`src/rtl/rrs_pkg.sv`:
```
package rrs_pkg;
  localparam int unsigned NUM_NCO = 2;
  localparam int unsigned NCO_OUT = 0;  // output-rate accumulator
  localparam int unsigned NCO_IN  = 1;  // input-consumption accumulator
endpackage

```
`src/rtl/rrs_phase_acc.sv`:
```
module rrs_phase_acc #(
  parameter int unsigned W = 48
) (
  input  logic         clk,
  input  logic         rst_n,
  input  logic         clr,
  input  logic         adv,
  input  logic [W-1:0] inc,
  output logic [W-1:0] acc,
  output logic         carry
);
  logic [W:0]   sum;
  logic [W-1:0] acc_d;
  logic         cy_d;

  always_comb begin
    sum   = {1'b0, acc} + {1'b0, inc};
    acc_d = acc;
    cy_d  = 1'b0;
    if (clr) begin
      acc_d = '0;
    end else if (adv) begin
      acc_d = sum[W-1:0];
      cy_d  = sum[W];
    end
  end

  always_ff @(posedge clk or negedge rst_n) begin
    if (!rst_n) begin
      acc   <= '0;
      carry <= 1'b0;
    end else begin
      acc   <= acc_d;
      carry <= cy_d;
    end
  end

  // a clear leaves a zero phase and no carry
  a_r4_clear_zero: assert property (@(posedge clk) disable iff (!rst_n)
    clr |=> (acc == '0 && !carry));
  // without advance the phase holds and no carry appears
  a_r2_idle_hold: assert property (@(posedge clk) disable iff (!rst_n)
    (!clr && !adv) |=> ($stable(acc) && !carry));
endmodule

```
`src/rtl/rrs_elastic_fifo.sv`:
```
module rrs_elastic_fifo #(
  parameter int unsigned DW    = 16,
  parameter int unsigned DEPTH = 8
) (
  input  logic          clk,
  input  logic          rst_n,
  input  logic          push,
  input  logic [DW-1:0] wdata,
  input  logic          pop_req,
  output logic [DW-1:0] head,
  output logic [$clog2(DEPTH):0] count,
  output logic          ovf_flag,
  output logic          unf_flag
);
  localparam int unsigned AW = $clog2(DEPTH);
  localparam int unsigned CW = AW + 1;

  logic [DW-1:0] mem [DEPTH];
  logic [AW-1:0] wptr_q, wptr_d, rptr_q, rptr_d;
  logic [CW-1:0] cnt_d;
  logic          empty, full, pop_ok, push_ok;
  logic          ovf_d, unf_d;

  assign empty   = (count == '0);
  assign full    = (count == CW'(DEPTH));
  assign pop_ok  = pop_req && !empty;
  assign push_ok = push && (!full || pop_ok);
  assign head    = mem[rptr_q];

  always_comb begin
    wptr_d = wptr_q;
    rptr_d = rptr_q;
    if (push_ok) wptr_d = (wptr_q == AW'(DEPTH-1)) ? '0 : wptr_q + 1'b1;
    if (pop_ok)  rptr_d = (rptr_q == AW'(DEPTH-1)) ? '0 : rptr_q + 1'b1;
    cnt_d = count + CW'(push_ok) - CW'(pop_ok);
    ovf_d = ovf_flag | (push && !push_ok);
    unf_d = unf_flag | (pop_req && empty);
  end

  always_ff @(posedge clk) begin
    if (push_ok) mem[wptr_q] <= wdata;
  end

  always_ff @(posedge clk or negedge rst_n) begin
    if (!rst_n) begin
      wptr_q   <= '0;
      rptr_q   <= '0;
      count    <= '0;
      ovf_flag <= 1'b0;
      unf_flag <= 1'b0;
    end else begin
      wptr_q   <= wptr_d;
      rptr_q   <= rptr_d;
      count    <= cnt_d;
      ovf_flag <= ovf_d;
      unf_flag <= unf_d;
    end
  end

  a_r10_count_bound: assert property (@(posedge clk) disable iff (!rst_n)
    count <= CW'(DEPTH));
  a_r10_ovf_sticky: assert property (@(posedge clk) disable iff (!rst_n)
    ovf_flag |=> ovf_flag);
  a_r10_unf_sticky: assert property (@(posedge clk) disable iff (!rst_n)
    unf_flag |=> unf_flag);
endmodule

```
`src/rtl/rrs_dbl_word.sv`:
```
module rrs_dbl_word #(
  parameter int unsigned W = 48
) (
  input  logic         clk,
  input  logic         rst_n,
  input  logic         hold_wr,
  input  logic [W-1:0] wdata,
  input  logic         commit,
  output logic [W-1:0] active
);
  logic [W-1:0] hold_q, hold_d, act_d;

  always_comb begin
    hold_d = hold_wr ? wdata : hold_q;
    act_d  = commit ? hold_q : active;
  end

  always_ff @(posedge clk or negedge rst_n) begin
    if (!rst_n) begin
      hold_q <= '0;
      active <= '0;
    end else begin
      hold_q <= hold_d;
      active <= act_d;
    end
  end

  // the active word moves only on a commit
  a_r8_commit_only: assert property (@(posedge clk) disable iff (!rst_n)
    !commit |=> $stable(active));
endmodule

```
`src/rtl/resamp_rate_seq.sv`:
```
module resamp_rate_seq
  import rrs_pkg::*;
#(
  parameter int unsigned DW         = 16,
  parameter int unsigned ACC_W      = 48,
  parameter int unsigned DEPTH      = 8,
  parameter int unsigned LEAP_W     = 32,
  parameter int unsigned DEC_W      = 8,
  parameter int unsigned PH_W       = 9,
  parameter int unsigned OFS_W      = 9,
  parameter int unsigned EXTRA_W    = 2,
  parameter int unsigned START_FILL = 2
) (
  input  logic               clk,
  input  logic               rst_n,
  input  logic               in_valid,
  input  logic [DW-1:0]      in_data,
  input  logic [NUM_NCO-1:0] freq_wr,
  input  logic [ACC_W-1:0]   freq_wdata,
  input  logic               freq_xfer,
  input  logic               sync_pulse,
  input  logic               sync_en,
  input  logic [OFS_W-1:0]   phase_ofs,
  input  logic [EXTRA_W-1:0] extra_fill,
  input  logic               hb_en,
  input  logic [LEAP_W-1:0]  leap_len,
  input  logic [DEC_W-1:0]   dec_m,
  output logic               rd_strobe,
  output logic [DW-1:0]      rd_data,
  output logic [PH_W-1:0]    phase_out,
  output logic               out_strobe,
  output logic               nco_run,
  output logic               ovf_flag,
  output logic               unf_flag
);
  localparam int unsigned CW     = $clog2(DEPTH) + 1;
  localparam int unsigned FRAC_W = OFS_W - 1;          // offset steps per period = 2^FRAC_W
  localparam int unsigned OFS_SH = ACC_W - FRAC_W;

  // ---------------- frequency words ----------------
  logic             commit;
  logic [ACC_W-1:0] act_word [NUM_NCO];

  assign commit = freq_xfer | (sync_pulse & sync_en);

  for (genvar g = 0; g < NUM_NCO; g++) begin : g_word
    rrs_dbl_word #(.W(ACC_W)) u_word (
      .clk     (clk),
      .rst_n   (rst_n),
      .hold_wr (freq_wr[g]),
      .wdata   (freq_wdata),
      .commit  (commit),
      .active  (act_word[g])
    );
  end

  // ---------------- control state ----------------
  logic               primed_q, primed_d, run_d;
  logic [EXTRA_W-1:0] extra_q;
  logic [LEAP_W-1:0]  lc_q, lc_d;
  logic [DEC_W-1:0]   dcnt_q, dcnt_d, dcnt_inc, m_eff;
  logic               tog_q, tog_d;
  logic               leap_hit;
  logic [CW-1:0]      fill, prime_lvl;

  logic [ACC_W-1:0]   acc_out, acc_in, ofs_term, ph_sum;
  logic               cy_out, cy_in;
  logic               take;
  logic [DW-1:0]      head;

  assign prime_lvl = CW'(START_FILL) + CW'(extra_q);
  assign leap_hit  = nco_run && (leap_len != '0) && (lc_q == leap_len - 1'b1);
  assign m_eff     = (dec_m == '0) ? DEC_W'(1) : dec_m;
  assign dcnt_inc  = dcnt_q + 1'b1;

  always_comb begin
    run_d    = nco_run  | (fill >= CW'(START_FILL));
    primed_d = primed_q | (fill >= prime_lvl);
    if (!nco_run || leap_hit) lc_d = '0;
    else                      lc_d = lc_q + 1'b1;
    dcnt_d = dcnt_q;
    if (cy_out) dcnt_d = (dcnt_inc >= m_eff) ? '0 : dcnt_inc;
    tog_d = tog_q ^ cy_in;
  end

  always_ff @(posedge clk or negedge rst_n) begin
    if (!rst_n) begin
      nco_run  <= 1'b0;
      primed_q <= 1'b0;
      lc_q     <= '0;
      dcnt_q   <= '0;
      tog_q    <= 1'b0;
    end else begin
      nco_run  <= run_d;
      primed_q <= primed_d;
      lc_q     <= lc_d;
      dcnt_q   <= dcnt_d;
      tog_q    <= tog_d;
    end
  end

  // extra depth is sampled only while reset is held
  always_ff @(posedge clk) begin
    if (!rst_n) extra_q <= extra_fill;
  end

  // ---------------- accumulators ----------------
  rrs_phase_acc #(.W(ACC_W)) u_acc_out (
    .clk   (clk),
    .rst_n (rst_n),
    .clr   (leap_hit),
    .adv   (nco_run),
    .inc   (act_word[NCO_OUT]),
    .acc   (acc_out),
    .carry (cy_out)
  );

  rrs_phase_acc #(.W(ACC_W)) u_acc_in (
    .clk   (clk),
    .rst_n (rst_n),
    .clr   (leap_hit),
    .adv   (cy_out),
    .inc   (act_word[NCO_IN]),
    .acc   (acc_in),
    .carry (cy_in)
  );

  assign ofs_term  = {phase_ofs[FRAC_W-1:0], {OFS_SH{1'b0}}};
  assign ph_sum    = acc_in + ofs_term;
  assign phase_out = ph_sum[ACC_W-1 -: PH_W];

  // ---------------- strobes and data ----------------
  assign out_strobe = cy_out && (dcnt_q == '0);
  assign rd_strobe  = cy_in && (!hb_en || !tog_q);
  assign take       = rd_strobe && primed_q;
  assign rd_data    = (take && fill != '0) ? head : '0;

  rrs_elastic_fifo #(.DW(DW), .DEPTH(DEPTH)) u_fifo (
    .clk      (clk),
    .rst_n    (rst_n),
    .push     (in_valid),
    .wdata    (in_data),
    .pop_req  (take),
    .head     (head),
    .count    (fill),
    .ovf_flag (ovf_flag),
    .unf_flag (unf_flag)
  );

  a_r6_quiet_until_run: assert property (@(posedge clk) disable iff (!rst_n)
    !nco_run |-> (!out_strobe && !rd_strobe));
  a_r6_run_sticky: assert property (@(posedge clk) disable iff (!rst_n)
    nco_run |=> nco_run);
  a_r7_zero_until_primed: assert property (@(posedge clk) disable iff (!rst_n)
    !primed_q |-> (rd_data == '0));
  a_r5_hb_alternate: assert property (@(posedge clk) disable iff (!rst_n)
    (hb_en && rd_strobe) |=> !tog_q || !cy_in || !rd_strobe);
endmodule

```
`config.mk`:
```
export PLATFORM = sky130hd
export DESIGN_NAME = resamp_rate_seq
export DESIGN_NICKNAME = d
export VERILOG_FILES = /design/src/rtl/rrs_pkg.sv /design/src/rtl/rrs_phase_acc.sv /design/src/rtl/rrs_elastic_fifo.sv /design/src/rtl/rrs_dbl_word.sv /design/src/rtl/resamp_rate_seq.sv
export SDC_FILE = /design/constraint.sdc
export NUM_CORES = 1
export LEC_CHECK = 0
export BUFFER_PORTS_ARGS = -buffer_cell sky130_fd_sc_hd__clkbuf_2
export CORE_ASPECT_RATIO = 0.8
export CORE_MARGIN = 2
export CORE_UTILIZATION = 40
export DETAILED_ROUTE_END_ITERATION = 8
export PLACE_DENSITY = 0.58
export SYNTH_ARGS = -nofsm -noshare
export SYNTH_HDL_FRONTEND = slang
export SYNTH_HIERARCHICAL = 1
export SYNTH_SLANG_ARGS = --single-unit
```
`constraint.sdc`:
```
create_clock -name clk -period 3.75 [get_ports clk]
set_input_delay 0.75 -clock clk [delete_from_list [all_inputs] [get_ports clk]]
set_output_delay 0.75 -clock clk [all_outputs]
set_load 0.05 [all_outputs]
```
==> results.md, run 1 <==
* Final #Nets at 2788
* Sequential power share at 0.309
* Clk pwr share at 0.222
* Period minus WS final at 3.53 ns
* Post-synth EDFFs at 130
* DRT iter0 DRCs at 1162
* #FFs+latches synth at 475
* Syn Area/Cell at 11.6 um^2
* Port bufs at 152
* Kind of critical path: flip-flop to output port
* Finished Layout Cells at 3446
* Max IR drop VDD at 0.400 mV
* Synth warn at 6
* Max transition margin at 0.408
* Max Slew Vio Count at 0
* Gpl congestion at 0.863
* Bufs on Longest Clock Path at 3
* Syn_nets at 2585
* Worst EP arrival at 2.78 ns
* CTS sink cnt at 475
* Post-Route WL at 66.3 mm
* DIE AREA at 69500 um^2
* R2R Setup Slk at 0.36 ns
* Maximum Capacitance Violations at 0
* Cell depth of the worst flop-to-flop path at 10
* CTS buffer count at 52
* Number of antenna violations at the first check in global routing at 6
* Setup TNS at 0 ns
* Worst-Margin Slew at 0.888 ns
* Met1 Track Usage GR at 0.288
* Worst setup SP type: flip-flop
* Post-synth cell types at 107
* Top Ports at 154
* Via count at 18900
* Pin count of the biggest net entering global routing at 75
* Proportion of layout cells with a drive suffix above 1 at 0.255
* Worst hold-check path type: input port to async pin
* Drc violations at 0
* Final period util at 0.941
* Crit path required time at 3.00 ns
* Syn-to-layout area delta at 14.8%
* Peak Freq at 0.283 GHz
* Number of global-route vias before repair at 19000
* RSZ-0062 raised after global routing: no
* Pre-CTS WS at -0.279 ns
* Cts repair resizes at 0
* Synthesized area at 27000 um^2
* Internal at 14.3 mW
* Vias per inst at 5.50
* Mapped Cells at 2329
* Post-route setup slack at 0.221 ns
* Final setup viols at 0
* Overflow after GRT at 0
* Initial core utilization at 0.403
* Clock Pin Slew Worst Setup and Hold Paths at 0.06 ns
* Clk root buf: clkbuf_16
* Switching Fraction at 0.398
* Initial DRT Pass Iterations at 6
* CTS tree: yes
* Total Power at 23.8 mW
* Die height at 236 um
* Postcts setup bufs at 0
* # hold bufs at CTS at 0
* Leakage at 13.2 nW
* Die width at 294 um
* Post-DP HPWL at 48.4 mm
* Placed Instances at 3348
* Finished Core Util at 0.462
* Std-Cell Rows at 85
* Met2 Use GR at 0.293
* Finished Cell Area at 31000 um^2
* CP endpoint kind: output port
* Synth area leaders: dfrtp_1, edfxtp_1, ha_1, mux2_2, mux2_4
* WHS at 0.154 ns
* Antenna Nets Post-Route at 0
* Hold Fails Final Rpt at 0
* Core outline area at 67000 um^2
* Met3 global-route usage at 0.0241
* Reg2reg end: u_acc_in/acc[46]$_DFFE_PN0P_
* Post-synth top area share at 0.320
* Placed Area at 29200 um^2
* Worst r2r src: g_word[1].u_word/active[0]$_DFFE_PN0P_
* H-tree depth at 2
* CP max FO at 3
* Status: finished clean
* Fraction of registers with async set/reset at 0.726
* Worst Skew at 0.0230 ns
* Most area-hungry cell type in the Yosys netlist: dfrtp_1
* Switch Pwr at 9.46 mW
* Ys flop type: dfrtp_1
* Comb pwr share at 0.469
* Global-route wire length before repair at 106 mm
* Seq/Total Area, Yosys at 0.465
* Wirelength per Cell at 19.2 um
* Clk_lat worst skew at 0.61 ns
* P per Cell Area at 768 nW/um^2
* Most used routing layer: met2
* GR Util All Layers at 0.192
[power groups by stage]
stage | Sequential [mW] | Clock, mW | Combinational (mW)
final | 7.35 | 5.27 | 11.2
after global routing | 7.49 | 5.63 | 12.4
after CTS | 7.37 | 5.41 | 11.1
after detailed placement | 7.44 | 0 | 11.0
after global placement | 7.39 | 0 | 10.8
after floorplan | 7.11 | 0 | 8.78
[layer usage]
metal | vias up | share of wire
met4 | 0 | 0.021
met2 | 362 | 0.44
met1 | 9426 | 0.50
met3 | 73 | 0.039
li1 | 9080 | -
met5 | - | 0
[synth_stat cells (21+ instances only)]
cell and n:
dfrtp_1 345, nand2_1 140, nor2_1 139, a21oi_1 138, mux2_2 134, edfxtp_1 130
ha_1 128, xnor2_1 91, o21ai_0 89, mux2_4 80, inv_1 63, nand3_1 61
xor2_1 55, a21o_1 49, nor3_1 47, clkbuf_1 43, nand4_1 43, mux2i_1 38
nor2_2 31, and2_1 30, mux4_1 29, buf_2 23, a31oi_1 21, nor2b_1 21
o21bai_1 21
[state kept, by name, summed over array words and instances, names as in the netlist, 2 cells and up]
name and flops:
u_fifo/mem 128, g_word.u_word/active 96, g_word.u_word/hold_q 96, u_acc_in/acc 48, u_acc_out/acc 48, lc_q 32
dcnt_q 8, u_fifo/count 4, u_fifo/rptr_q 3, u_fifo/wptr_q 3, extra_q 2
[worst max-delay path by stage]
stage / start / end / depth (start not counted)
after CTS: u_acc_in/acc[40]$_DFFE_PN0P_ / phase_out[7] / 10
after global placement: leap_len[21] / u_acc_out/acc[37]$_DFFE_PN0P_ / 14
after floorplan: hb_en / u_fifo/mem[4][0]$_DFFE_PP_ / 5
after detailed placement: leap_len[21] / u_acc_out/acc[37]$_DFFE_PN0P_ / 14
after global routing: u_acc_in/acc[40]$_DFFE_PN0P_ / phase_out[7] / 10
final: u_acc_in/acc[40]$_DFFE_PN0P_ / phase_out[7] / 10
[cell families (layout without fill, tap and decap cells)]
kind of cell,Yosys count,count (layout),synth area share
DFF,475,475,0.465
other,0,4,0
and+or+nand+nor,648,648,0.126
buffers and inverters,165,408,0.0323
AOI/OAI and AO/OA,479,479,0.121
muxes,284,284,0.145
xor gates and xnor gates,146,146,0.0474
adders and majority gates,132,132,0.0623
[worst max-delay path: stages, from the launching register on]
cell	delay, ns
dfrtp_1	0.47
ha_1	0.22
inv_1	0.06
fa_1	0.40
inv_1	0.07
a21oi_1	0.07
o21bai_1	0.21
a21o_1	0.15
a21oi_1	0.07
xnor2_1	0.17
clkbuf_2	0.30
[layout by cell type (no fill, tap or decap), types with 29 or more instances in the layout]
master	count
clkbuf_2	151
xnor2_1	91
nor2_1	138
nand4_1	43
nor3_1	43
mux2_2	134
o21ai_0	89
edfxtp_1	130
buf_4	89
xor2_1	55
nor2_2	32
mux2_4	80
inv_1	63
a21o_1	48
mux4_1	29
clkbuf_16	52
mux2i_1	38
dfrtp_1	343
ha_1	128
nand3_1	61
and2_1	30
nand2_1	140
a21oi_1	138
[cell type report]
class	count	area [um^2]
well taps	870	1090
clock inverters	22	297
diodes	4	10.0
multi-input cells	1689	13700
repair buffers	251	1640
clock buffers	72	1490
flip-flops and latches	475	12500
fillers	6136	36000
inverters	63	236
Power figures use the tool's default switching activity.
==> run 2: changes to the inputs <==
==> constraint.sdc (replaced) <==
create_clock -name clk -period 3.75 [get_ports clk]
set_input_delay 0.1875 -clock clk [delete_from_list [all_inputs] [get_ports clk]]
set_output_delay 0.1875 -clock clk [all_outputs]
set_load 0.05 [all_outputs]
==> run 2 against run 1 <==
Compared with the run above:
- die area unchanged
- wire length decreased by 1.6%
- global-route usage decreased by 0.31 points
- largest power group unchanged
- maximum frequency grew 3.3%
- total power decreased by 0.56%
- critical endpoint is now u_acc_out/acc[20]$_DFFE_PN0P_
- setup slack improved by 0.11 ns
- core utilization rose by 0.17 points
- non-clock buffer count is 4 higher
==> results.md, run 2 (same netlist as run 1, synthesis figures left out) <==
* Biggest register: u_fifo/mem
* CP max FO at 20
* Delay-heaviest family, CP: simple AND/OR/NAND/NOR gates
* DRT iter0 DRCs at 1177
* P per Cell Area at 761 nW/um^2
* Port bufs at 152
* Clk_lat worst skew at 0.61 ns
* Global-route wire length before repair at 105 mm
* Initial core utilization at 0.403
* Cts repair resizes at 0
* Pin count of the biggest net entering global routing at 119
* Status: finished clean
* Most common cell after layout, fill and taps aside: dfrtp_1
* Comb pwr share at 0.467
* Placed Area at 28600 um^2
* Kind of critical path: flip-flop to flip-flop
* Max Slew Vio Count at 0
* Commonest non-fill, non-tap cells in the layout: dfrtp_1, clkbuf_2, nand2_1, a21oi_1, nor2_1
* Final period util at 0.911
* Switch Pwr at 9.40 mW
* Crit path required time at 4.24 ns
* CTS buffer count at 52
* Worst-Margin Slew at 1.20 ns
* Final #Nets at 2792
* Proportion of layout cells with a drive suffix above 1 at 0.230
* Syn-to-layout area delta at 15.2%
* DIE AREA at 69500 um^2
* Clk root buf: clkbuf_16
* Vias per inst at 5.47
* Finished Cell Area at 31100 um^2
* Die height at 236 um
* Worst setup SP type: flip-flop
* Crit path cell chain: nor2b_1, or3_1, a31oi_1, o41ai_1, nor4_1, nand2_1, nor2_1, and4b_2, nor2_2, buf_4, a221o_1
* Reg2reg end: u_acc_out/acc[20]$_DFFE_PN0P_
* Worst r2r src: lc_q[2]$_DFF_PN0_
* Postcts setup bufs at 0
* H-tree depth at 2
* Worst EP arrival at 3.90 ns
* Period minus WS final at 3.42 ns
* R2R Setup Slk at 0.33 ns
* CTS sink cnt at 475
* Via count at 18900
* Drc violations at 0
* Worst path slowest cell: and4b_2
* Post-Route WL at 65.2 mm
* GR Util All Layers at 0.189
* Std-Cell Rows at 85
* Max IR drop VDD at 0.400 mV
* Leakage at 13.2 nW
* Worst hold-check path type: input port to async pin
* Max transition margin at 0.194
* # hold bufs at CTS at 68
* Largest regs: u_fifo/mem x128, g_word.u_word/active x96, g_word.u_word/hold_q x96
* Hold Fails Final Rpt at 0
* Number of antenna violations at the first check in global routing at 4
* Wirelength per Cell at 18.9 um
* Number of buffers and inverters on the critical path at 1
* Finished Core Util at 0.464
* Clk pwr share at 0.222
* Bufs on Longest Clock Path at 3
* Cell depth of the worst flop-to-flop path at 11
* Final setup viols at 0
* Largest register FFs at 128
* Gpl congestion at 0.924
* Post-DP HPWL at 46.1 mm
* Worst Skew at 0.0303 ns
* Pre-CTS WS at -0.0926 ns
* Clock Pin Slew Worst Setup and Hold Paths at 0.06 ns
* Internal at 14.2 mW
* Core outline area at 67000 um^2
* Switching Fraction at 0.398
* Top Ports at 154
* Setup TNS at 0 ns
* Post-route setup slack at 0.334 ns
* Overflow after GRT at 0
* RSZ-0062 raised after global routing: no
* CP endpoint kind: flip-flop
* Sequential power share at 0.310
* CTS tree: yes
* Max incr delay on CP at 0.51 ns
* Maximum Capacitance Violations at 0
* Initial DRT Pass Iterations at 5
* Die width at 294 um
* Peak Freq at 0.293 GHz
* Number of global-route vias before repair at 18600
* Antenna Nets Post-Route at 0
[run 2: through the flow]
step / hold slack, ns / std cells / power [mW]
2_1_floorplan: -0.108 / 2329 / 15.9
3_3_place_gp: 0.240 / 3284 / 18.1
3_5_place_dp: 0.245 / 3284 / 18.3
4_1_cts: 0.184 / 3446 / 23.8
5_1_grt: 0.226 / 3448 / 25.4
6_report: 0.178 / 3448 / 23.6
[run 2: layer usage]
metal  wire [um]  track usage
met5           0            0
met4        1110       0.0397
met3        3070       0.0251
met2       28600        0.286
met1       32400        0.286
[run 2: layout make-up]
type | count | area (um^2)
fillers | 6006 | 35900
inverters | 63 | 236
flip-flops and latches | 475 | 12500
clock buffers | 74 | 1530
diodes | 2 | 5.00
clock inverters | 20 | 254
repair buffers | 255 | 1780
well taps | 870 | 1090
multi-input cells | 1689 | 13600
[run 2: worst max path at each step]
stage / start / to / slack (ns) / cells after the start
after floorplan: tog_q$_DFF_PN0_ / u_fifo/mem[1][0]$_DFFE_PP_ / -0.31 / 5
after global placement: leap_len[21] / u_acc_in/acc[28]$_DFFE_PN0P_ / -0.03 / 12
after detailed placement: leap_len[21] / u_acc_in/acc[28]$_DFFE_PN0P_ / -0.09 / 12
after CTS: lc_q[2]$_DFF_PN0_ / u_acc_out/acc[20]$_DFFE_PN0P_ / 0.35 / 11
after global routing: lc_q[2]$_DFF_PN0_ / u_acc_out/acc[20]$_DFFE_PN0P_ / 0.18 / 11
final: lc_q[2]$_DFF_PN0_ / u_acc_out/acc[20]$_DFFE_PN0P_ / 0.33 / 11
[run 2: worst register-to-register path, stage by stage, from the launching register on]
cell	delay (ns)
dfrtp_1	0.47
nor2b_1	0.17
or3_1	0.34
a31oi_1	0.32
o41ai_1	0.16
nor4_1	0.34
nand2_1	0.09
nor2_1	0.10
and4b_2	0.51
nor2_2	0.19
buf_4	0.28
a221o_1	0.37
[run 2: power groups by stage]
stage	clock network, mW	logic (mW)	registers, mW
3_3_place_gp	0	10.7	7.38
2_1_floorplan	0	8.77	7.11
4_1_cts	5.43	11.0	7.35
3_5_place_dp	0	10.9	7.43
6_report	5.26	11.1	7.34
5_1_grt	5.65	12.2	7.48
==> run 3: changes to the inputs <==
--- a/config.mk
+++ b/config.mk
@@ -5,6 +5,7 @@
 export SDC_FILE = /design/constraint.sdc
 export NUM_CORES = 1
 export LEC_CHECK = 0
+export ABC_AREA = 1
 export BUFFER_PORTS_ARGS = -buffer_cell sky130_fd_sc_hd__clkbuf_2
 export CORE_ASPECT_RATIO = 0.8
 export CORE_MARGIN = 2
==> run 3 against run 2 <==
Compared with the run above:
- first-iteration DRC count increased by 85%
- sequential power decreased by 2.7%
- clock skew increased by 0.030 ns
- final cell count increased by 58%
- sequential share of layout area decreased by 3.2 points
- via count increased by 40%
- global-route usage increased by 3.9 points
- area after synthesis increased by 9.9%
- critical endpoint is now phase_out[7]
- combinational power about the same
- die area increased by 9.7%
==> results.md, run 3 <==
* Die width at 308 um
* DIE AREA at 76300 um^2
* Hold Fails Final Rpt at 0
* Simple-gate share of the synthesized area at 0.351
* Most area-hungry cell type in the Yosys netlist: dfrtp_1
* Initial core utilization at 0.403
* Synth warn at 6
* Syn-to-layout area delta at 13.8%
* Maximum Capacitance Violations at 0
* Finished Layout Cells at 5454
* H-tree depth at 2
* # hold bufs at CTS at 68
* #FFs+latches synth at 475
* Setup TNS at 0 ns
* Synth Area in Adders at 0.0567
* Largest register FFs at 128
* Via count at 26500
* CP Launch Point: u_acc_in/acc[40]$_DFFE_PN0P_
* Largest regs: u_fifo/mem x128, g_word.u_word/active x96, g_word.u_word/hold_q x96
* Max IR drop VDD at 0.397 mV
* HP Start: freq_wr[1]
* Pin count of the biggest net entering global routing at 86
* Postcts setup bufs at 0
* RSZ-0062 raised after global routing: no
* Drc violations at 0
* Worst Skew at 0.0600 ns
* Proportion of layout cells with a drive suffix above 1 at 0.0765
* Core outline area at 73500 um^2
* CP max FO at 3
* Multi-input gate area at 14400 um^2
* Xor and xnor area share after synthesis at 0.0225
* Post-synth top area share at 0.291
* Kind of critical path: flip-flop to output port
* Number of global-route vias before repair at 24400
* Ys flop type: dfrtp_1
* R2R Setup Slk at 0.89 ns
* Mapped Cells at 4246
* DRT iter0 DRCs at 2178
* Commonest non-fill, non-tap cells in the layout: nand2_1, inv_1, nor2_1, dfrtp_1, nand3_1
* Bufs on Longest Clock Path at 3
* WHS Endpoint: g_word[1].u_word/hold_q[2]$_DFFE_PN0P_
* Overflow after GRT at 0
* Clk root buf: clkbuf_16
* CTS buffer count at 51
* Worst EP arrival at 2.84 ns
* Final period util at 0.808
* Syn Area/Cell at 6.98 um^2
* Peak Freq at 0.330 GHz
* Hold path cells at 4
* Fraction of registers with async set/reset at 0.726
* Finished Core Util at 0.459
* Port bufs at 152
* Synthesized area at 29600 um^2
* Largest family of logic cells by synthesized area: simple AND/OR/NAND/NOR gates
* Worst hold-check path type: input port to flip-flop
* Seq/Total Area, Yosys at 0.423
* Post-synthesis mux area share at 0
* Synth area leaders: dfrtp_1, nand2_1, edfxtp_1, inv_1, ha_1
* Number of antenna violations at the first check in global routing at 1
* Most frequent cell after synthesis: nand2_1
* CTS tree: yes
* Pre-CTS WS at 0.365 ns
* Fillers at 7593
* Syn_nets at 4502
* Worst-Margin Slew at 0.943 ns
* Commonest cells post-synth: nand2_1, inv_1, nor2_1
* Placed Instances at 5292
* Top Ports at 154
* Max Slew Vio Count at 0
* Worst setup SP type: flip-flop
* Period minus WS final at 3.03 ns
* Crit path required time at 3.56 ns
* Std-Cell Rows at 89
* Cts repair resizes at 0
* Leakage at 17.8 nW
* FF/Latch Area at 12500 um^2
* Gpl congestion at 0.953
* Final setup viols at 0
* Final #Nets at 4714
* Cell depth of the worst flop-to-flop path at 16
* Post-route setup slack at 0.720 ns
* Compound-cell area share of the yosys netlist at 0.0538
* Antenna Nets Post-Route at 0
* Global-route wire length before repair at 136 mm
* Initial DRT Pass Iterations at 5
* Post-DP HPWL at 65.3 mm
* Vias per inst at 4.85
* Clk_lat worst skew at 0.64 ns
* CTS sink cnt at 475
* Reg2reg end: u_acc_out/acc[19]$_DFFE_PN0P_
* Max transition margin at 0.372
* Clock Pin Slew Worst Setup and Hold Paths at 0.07 ns
* Most common cell after layout, fill and taps aside: nand2_1
* Post-Route WL at 86.8 mm
* CP endpoint kind: output port
* Wirelength per Cell at 15.9 um
* Status: finished clean
* P per Cell Area at 686 nW/um^2
* Post-synth cell types at 45
* Die height at 247 um
* Post-synth EDFFs at 130
* GR Util All Layers at 0.228
* Worst r2r src: lc_q[0]$_DFF_PN0_
* Biggest register: u_fifo/mem
* WHS at 0.0905 ns
## run 3: cell types whose count changed after synthesis, moves of 29 or more
cell / change
nand3_1: +125
nor2_1: +218
mux2_2: -134
xnor2_1: -64
inv_1: +516
mux2i_1: -38
mux4_1: -29
nand2_1: +1742
a21o_1: -44
mux2_4: -80
## run 3: stage by stage
stage                     cell area [um^2]  total power, mW
after floorplan                      29600             15.0
after global placement               31400             17.9
after detailed placement             31400             18.0
after CTS                            33700             23.2
after global routing                 33700             25.1
final                                33700             23.1
## run 3: final cells by class
type,count,share of cell area
Antenna cell,1,0.0000742
Clock buffer,69,0.0419
Clock inverter,24,0.00671
Inverter,589,0.0656
Multi-Input combinational cell,3091,0.427
Sequential cell,475,0.372
Tap cell,955,0.0354
Timing Repair Buffer,250,0.0519
## run 3: cells by family after synthesis
kind of cell / after synthesis
simple gates: 2589
buf+inv: 680
flops: 475
compound gates: 294
fa+ha+maj: 132
xor+xnor: 76
## run 3: critical path, cell delays in order (launching register included)
cell and delay (ns):
dfrtp_1 0.41, ha_1 0.26, inv_1 0.07, fa_1 0.40, o21ai_0 0.29, a21oi_1 0.15
o21ai_0 0.22, xor2_1 0.16, clkbuf_2 0.29
## run 3: worst max-delay path by stage
| stage | endpoint | slack (ns) |
|---|---|---|
| detailed placement | u_acc_in/acc[30]$_DFFE_PN0P_ | 0.37 |
| global route | phase_out[7] | 0.44 |
| floorplan | u_fifo/mem[0][0]$_DFFE_PP_ | 0.39 |
| CTS | phase_out[7] | 0.63 |
| global placement | u_acc_in/acc[28]$_DFFE_PN0P_ | 0.45 |
| finish | phase_out[7] | 0.72 |
## run 3: power by group
group / leakage (nW) / switching (mW) / internal, mW / total [mW]
sequential: 5.42 / 0.712 / 6.43 / 7.14
combinational: 11.6 / 7.55 / 3.44 / 11.0
clock: 0.806 / 2.21 / 2.80 / 5.00
total: 17.8 / 10.5 / 12.7 / 23.1
## run 3: routing by layer
metal | part of all wire | global-route usage | up-vias
met5 | 0 | 0 | -
met1 | 0.51 | 0.357 | 12100
met2 | 0.40 | 0.328 | 649
li1 | - | - | 13600
met3 | 0.060 | 0.0290 | 104
met4 | 0.020 | 0.0549 | 0
